## src/rtl/cfgrx_pkg.sv

```systemverilog
package cfgrx_pkg;
  localparam int TUNE_W = 9;
  localparam int MUL_W  = 19;
  localparam int PRE_W  = 3;
  localparam int TEST_W = 3;
  localparam int DIV_W  = 7;
  localparam int FLAG_N = 3;
  localparam int WORD_LEN = TUNE_W + MUL_W + PRE_W + TEST_W + FLAG_N + DIV_W;
  localparam int CNT_W = $clog2(WORD_LEN + 1);

  // Field order follows arrival order: first field received sits at the MSB.
  typedef struct packed {
    logic [TUNE_W-1:0] tune;
    logic [MUL_W-1:0]  mul;
    logic [PRE_W-1:0]  pre;
    logic [TEST_W-1:0] test;
    logic              pllUse;
    logic              pdSel;
    logic              asyncEn;
    logic [DIV_W-1:0]  div;
  } cfg_t;

  typedef struct packed {
    logic shiftBit;
    logic clearWord;
    logic commitWord;
  } strobe_t;

  typedef enum logic {ST_WAIT, ST_PROG} state_t;
endpackage

```

## src/rtl/cfgrx_sync.sv

```systemverilog
module cfgrx_sync #(
  parameter int N_PINS   = 2,
  parameter int FILT_CYC = 3
) (
  input  logic              clk,
  input  logic              rstN,
  input  logic [N_PINS-1:0] rawIn,
  output logic [N_PINS-1:0] filtOut
);
  localparam int FC_W = $clog2(FILT_CYC + 1);
  localparam logic [FC_W-1:0] FC_LAST = FC_W'(FILT_CYC - 1);

  for (genvar g = 0; g < N_PINS; g++) begin : g_pin
    logic meta, sync;
    logic [FC_W-1:0] runCnt;
    logic level;

    always_ff @(posedge clk or negedge rstN) begin
      if (!rstN) begin
        meta <= 1'b0;
        sync <= 1'b0;
      end else begin
        meta <= rawIn[g];
        sync <= meta;
      end
    end

    // The filtered level follows only after FILT_CYC consecutive disagreeing samples
    always_ff @(posedge clk or negedge rstN) begin
      if (!rstN) begin
        runCnt <= '0;
        level  <= 1'b0;
      end else if (sync == level) begin
        runCnt <= '0;
      end else if (runCnt == FC_LAST) begin
        runCnt <= '0;
        level  <= sync;
      end else begin
        runCnt <= runCnt + FC_W'(1);
      end
    end

    assign filtOut[g] = level;
  end
endmodule

```

## src/rtl/cfgrx_ctrl.sv

```systemverilog
module cfgrx_ctrl
  import cfgrx_pkg::*;
#(
  parameter int ENTRY_PULSES = 4
) (
  input  logic    clk,
  input  logic    rstN,
  input  logic    sclkF,
  input  logic    sdatF,
  input  logic    wordFull,
  output strobe_t strobe,
  output logic    progActive
);
  localparam int PC_W = $clog2(ENTRY_PULSES + 1);
  localparam logic [PC_W-1:0] PC_LAST = PC_W'(ENTRY_PULSES - 1);

  state_t state;
  logic [PC_W-1:0] pulseCnt;
  logic sclkPrev, sdatPrev;
  logic sclkRise, stopCond;

  assign sclkRise = sclkF & ~sclkPrev;
  // data falls while the clock was high and is still high
  assign stopCond = sclkF & sclkPrev & sdatPrev & ~sdatF;

  always_comb begin
    strobe = '0;
    if (state == ST_PROG) begin
      strobe.shiftBit   = sclkRise & ~wordFull;
      strobe.clearWord  = stopCond;
      strobe.commitWord = stopCond & wordFull;
    end else begin
      strobe.clearWord  = sclkRise && (pulseCnt == PC_LAST);
    end
  end

  always_ff @(posedge clk or negedge rstN) begin
    if (!rstN) begin
      sclkPrev <= 1'b0;
      sdatPrev <= 1'b0;
      state    <= ST_WAIT;
      pulseCnt <= '0;
    end else begin
      sclkPrev <= sclkF;
      sdatPrev <= sdatF;
      case (state)
        ST_WAIT: begin
          if (sclkRise) begin
            if (pulseCnt == PC_LAST) begin
              state    <= ST_PROG;
              pulseCnt <= '0;
            end else begin
              pulseCnt <= pulseCnt + PC_W'(1);
            end
          end
        end
        default: begin
          if (stopCond) begin
            state    <= ST_WAIT;
            pulseCnt <= '0;
          end
        end
      endcase
    end
  end

  assign progActive = (state == ST_PROG);
endmodule

```

## src/rtl/cfgrx_dpath.sv

```systemverilog
module cfgrx_dpath
  import cfgrx_pkg::*;
(
  input  logic    clk,
  input  logic    rstN,
  input  logic    sdatF,
  input  strobe_t strobe,
  output logic    wordFull,
  output cfg_t    cfgReg,
  output logic    commitDone
);
  localparam logic [CNT_W-1:0] CNT_FULL = CNT_W'(WORD_LEN);

  logic [WORD_LEN-1:0] shiftReg;
  logic [CNT_W-1:0]    bitCnt;

  assign wordFull = (bitCnt == CNT_FULL);

  always_ff @(posedge clk or negedge rstN) begin
    if (!rstN) begin
      shiftReg <= '0;
      bitCnt   <= '0;
    end else if (strobe.clearWord) begin
      bitCnt <= '0;
    end else if (strobe.shiftBit) begin
      shiftReg <= {shiftReg[WORD_LEN-2:0], sdatF};
      bitCnt   <= bitCnt + CNT_W'(1);
    end
  end

  always_ff @(posedge clk or negedge rstN) begin
    if (!rstN) begin
      cfgReg     <= '0;
      commitDone <= 1'b0;
    end else begin
      commitDone <= strobe.commitWord;
      if (strobe.commitWord) cfgReg <= cfg_t'(shiftReg);
    end
  end
endmodule

```

## src/rtl/cfgrx_top.sv

```systemverilog
module cfgrx_top
  import cfgrx_pkg::*;
#(
  parameter int FILT_CYC     = 3,
  parameter int ENTRY_PULSES = 4
) (
  input  logic              clk,
  input  logic              rstN,
  input  logic              pinClk,
  input  logic              pinData,
  output logic [TUNE_W-1:0] tuneCap,
  output logic [MUL_W-1:0]  fracMul,
  output logic [PRE_W-1:0]  preScale,
  output logic [TEST_W-1:0] testMode,
  output logic              pllUse,
  output logic              pdSelect,
  output logic              asyncEn,
  output logic [DIV_W-1:0]  outDiv,
  output logic              progActive,
  output logic              commitDone
);
  logic [1:0] pinsF;
  strobe_t    strobe;
  logic       wordFull;
  cfg_t       cfgReg;

  cfgrx_sync #(.N_PINS(2), .FILT_CYC(FILT_CYC)) u_sync (
    .clk(clk), .rstN(rstN), .rawIn({pinData, pinClk}), .filtOut(pinsF)
  );

  cfgrx_ctrl #(.ENTRY_PULSES(ENTRY_PULSES)) u_ctrl (
    .clk(clk), .rstN(rstN), .sclkF(pinsF[0]), .sdatF(pinsF[1]),
    .wordFull(wordFull), .strobe(strobe), .progActive(progActive)
  );

  cfgrx_dpath u_dp (
    .clk(clk), .rstN(rstN), .sdatF(pinsF[1]), .strobe(strobe),
    .wordFull(wordFull), .cfgReg(cfgReg), .commitDone(commitDone)
  );

  assign tuneCap  = cfgReg.tune;
  assign fracMul  = cfgReg.mul;
  assign preScale = cfgReg.pre;
  assign testMode = cfgReg.test;
  assign pllUse   = cfgReg.pllUse;
  assign pdSelect = cfgReg.pdSel;
  assign asyncEn  = cfgReg.asyncEn;
  assign outDiv   = cfgReg.div;
endmodule

```

## config.mk

```make
export PLATFORM = sky130hd
export DESIGN_NAME = cfgrx_top
export DESIGN_NICKNAME = d
export VERILOG_FILES = /design/src/rtl/cfgrx_pkg.sv /design/src/rtl/cfgrx_sync.sv /design/src/rtl/cfgrx_ctrl.sv /design/src/rtl/cfgrx_dpath.sv /design/src/rtl/cfgrx_top.sv
export SDC_FILE = /design/constraint.sdc
export NUM_CORES = 1
export LEC_CHECK = 0
export BUFFER_PORTS_ARGS = -buffer_cell sky130_fd_sc_hd__buf_2
export CAP_MARGIN = 30
export CORE_UTILIZATION = 50
export DETAILED_ROUTE_END_ITERATION = 7
export GPL_TIMING_DRIVEN = 0
export PLACE_DENSITY = 0.68
export SYNTH_ARGS = -nofsm -noshare
export SYNTH_HDL_FRONTEND = slang
export SYNTH_SLANG_ARGS = --single-unit
```

## constraint.sdc

```tcl
create_clock -name clk -period 2.4 [get_ports clk]
set_clock_uncertainty 0.15 [all_clocks]
set_input_delay 0 -clock clk [delete_from_list [all_inputs] [get_ports clk]]
set_output_delay 0 -clock clk [all_outputs]
set_load 0.1 [all_outputs]
```

==> flow_summary.yaml <==
outcome:
  status: "finished, final reports clean"
worst_hold_path:
  min_path_type: "in -> async"
timing:
  tightestPinTransition_ps: 572
  rsz0062_at_grt: "false"
  setup_viol: 0
  hold_ws_ps: 9.11
  slew-limit-headroom_pct: 61.9
  max_freq_ghz: 0.467
  fin_ws_ps: 258
  drv_slew: 0
  min_period_ps: 2140
  finalHoldViolCount: 0
  min_period_over_period_pct: 89.2
clocking:
  root_buffer: "clkbuf_8"
  clock_latency_ps: 360
  cts_buffers: 9
  h-tree-depth: 3
  clk_pin_slew_ps: 110
  clock_sinks: 111
  max-clock-path-buffers: 2
  post-cts-setup-buffer-count: 0
  cts_tree: "done"
floorplan:
  ios: 50
  rows: 34
  die_x_um: 96.2
  die_h_um: 96.2
  core_area_sq_um: 8640
  initial_core_util_pct: 51.4
  die_area_sq_um: 9250
routing:
  vias_per_cell: 5.13
  wl_per_cell_um: 15.2
  drtIter0Drc: 56
  vias: 2272
  ant_nets: 0
  finalWirelength_mm: 6.73
  drc_errors: 0
  dr.pass1.iters: 4
worst_setup_path:
  path_max_fanout: 10
  worst-setup-path-type: "reg -> reg"
  cp-start-kind: "flop"
  regToRegSetupSlack_ps: 260
  worstPathArrival_ps: 2240
  cp.required_ps: 2490
  reg2regPathDepth: 4
  r2r-start: "u_dp.bitCnt[3]$_DFFE_PN0P_"
  r2r-end: "u_dp.shiftReg[5]$_DFFE_PN0P_"
  end_kind: "flop"
place:
  dp_slack_ps: 250
  hpwl_mm: 4.44
  gp_routability_congestion: 0.762
  numPortBuffers: 49
  dp.cells: 424
pwr:
  powerDensity_nw_per_um2: 712
  power_mw: 3.61
  p_leak_nw: 2.66
  ir_worst_vdd_mv: 0.344
layout:
  diodes: 0
  final_common_cell: "dfrtp_1"
  final_nets: 337
  areaGrowthSynthToFinish_pct: 14.2
  n_fill_cell: 696
  final_cell_mix: "dfrtp_1, buf_2, mux2_2"
  final_cells: 443
  drive_gt1_share_pct: 51.0
global_routing:
  grt_pass1_vias: 2232
  grt_overflow: 0
  antenna_found_initial: 0
  track_usage_pct: 15.9
  grt_pass1_wl_mm: 11.0
  grt_max_degree: 69
logic_synthesis:
  ys_ff_latch: 111
  synth_nets: 273
  ys_warn_count: 0
  yosysSeqAreaShare_pct: 62.6
  synth_cell_types: 30
  syn-mean-instance-area_sq_um: 16.7
  synthCells: 266
  syn-cell-area_sq_um: 4440
job:
  drv_cap: 0
synth_stat cells, drive strengths merged:
master,count,share of area [%]
nand3,6,0.68
o31ai,1,0.17
mux2i,1,0.23
and4b,1,0.23
a221o,1,0.23
o211ai,1,0.17
nor2b,3,0.42
nor2,4,0.71
nand2,6,0.56
or3,1,0.14
a22o,3,0.59
o31a,1,0.20
nor3b,2,0.34
nor3,2,0.23
buf,10,2.6
inv,3,0.25
nand2b,3,0.42
and3,4,0.56
ha,3,0.85
mux2,91,26
a211oi,1,0.28
xnor2,4,0.79
o21ai,1,0.11
a21oi,2,0.23
dfrtp,111,63
per-stage QoR:
step | instance area [sq um] | utilization (%) | TNS (ps)
after floorplan | 4440 | - | 0
after global placement | 4820 | 55.8 | -3530
after detailed placement | 4850 | 56.1 | 0
after CTS | 5070 | 58.7 | 0
after global routing | 5070 | 58.7 | 0
final | 5070 | 58.7 | 0
cell type report:
cell class | instances | area [sq um] | area share (%)
sequential | 111 | 2780 | 54.8
timing repair buffer | 53 | 305 | 6.02
clock inverter | 6 | 51.3 | 1.01
inverter | 3 | 11.3 | 0.222
tap | 108 | 135 | 2.67
buffer | 10 | 116 | 2.30
multi-input combinational | 142 | 1530 | 30.2
clock buffer | 10 | 138 | 2.72
how the worst max path moves through the flow:
stage                                           start                       endpoint  slack, ps  depth (start not counted)
after CTS                  u_dp.bitCnt[3]$_DFFE_PN0P_   u_dp.shiftReg[5]$_DFFE_PN0P_        210                          4
after global routing       u_dp.bitCnt[0]$_DFFE_PN0P_   u_dp.shiftReg[3]$_DFFE_PN0P_         70                          5
after global placement                           rstN    u_ctrl.progActive$_DFF_PN0_       -230                          1
final                      u_dp.bitCnt[3]$_DFFE_PN0P_   u_dp.shiftReg[5]$_DFFE_PN0P_        260                          4
after floorplan           u_ctrl.progActive$_DFF_PN0_    u_dp.cfgReg[12]$_DFFE_PN0P_        190                          6
after detailed placement   u_dp.bitCnt[3]$_DFFE_PN0P_  u_dp.shiftReg[42]$_DFFE_PN0P_        250                          4
routing by layer:
| layer | track usage (%) | wire [um] |
|---|---|---|
| met5 | 0 | 0 |
| met4 | 4.48 | 68 |
| met3 | 5.45 | 271 |
| met2 | 23.3 | 3060 |
| met1 | 22.5 | 3320 |
worst max-delay path: stages (launching register included):
cell and delay (ps):
dfrtp_1 450, and4b_1 270, a211oi_2 450, buf_2 350, mux2_2 360
cells by family after synthesis:
family                     synth area share [%]
xor gates and xnor gates                  0.790
AOI/OAI and AO/OA                          1.97
adders and majority gates                 0.846
and+or+nand+nor                            4.29
muxes                                      26.6
buffers and inverters                      2.88
DFF                                        62.6
what timing repair did:
action / in CTS / in global routing
hold buffers: 3 / 0
hold endpoints to repair: 113 / 0
gates resized for setup: 0 / 0
where the power goes:
group	total [mW]	internal, mW	switching, mW
Combinational	0.458	0.190	0.268
Clock	1.05	0.423	0.631
Sequential	2.09	1.98	0.110
Total	3.61	2.60	1.01
registers in the layout, indices dropped and copies added (netlist names), 2 cells and up:
signal and flops:
u_sync.g_pin.meta 2, u_dp.shiftReg 44, u_sync.g_pin.sync 2, u_sync.g_pin.runCnt 4
u_dp.cfgReg 44, u_sync.g_pin.level 2, u_ctrl.pulseCnt 3, u_dp.bitCnt 6
(Power assumes the default switching activity.)
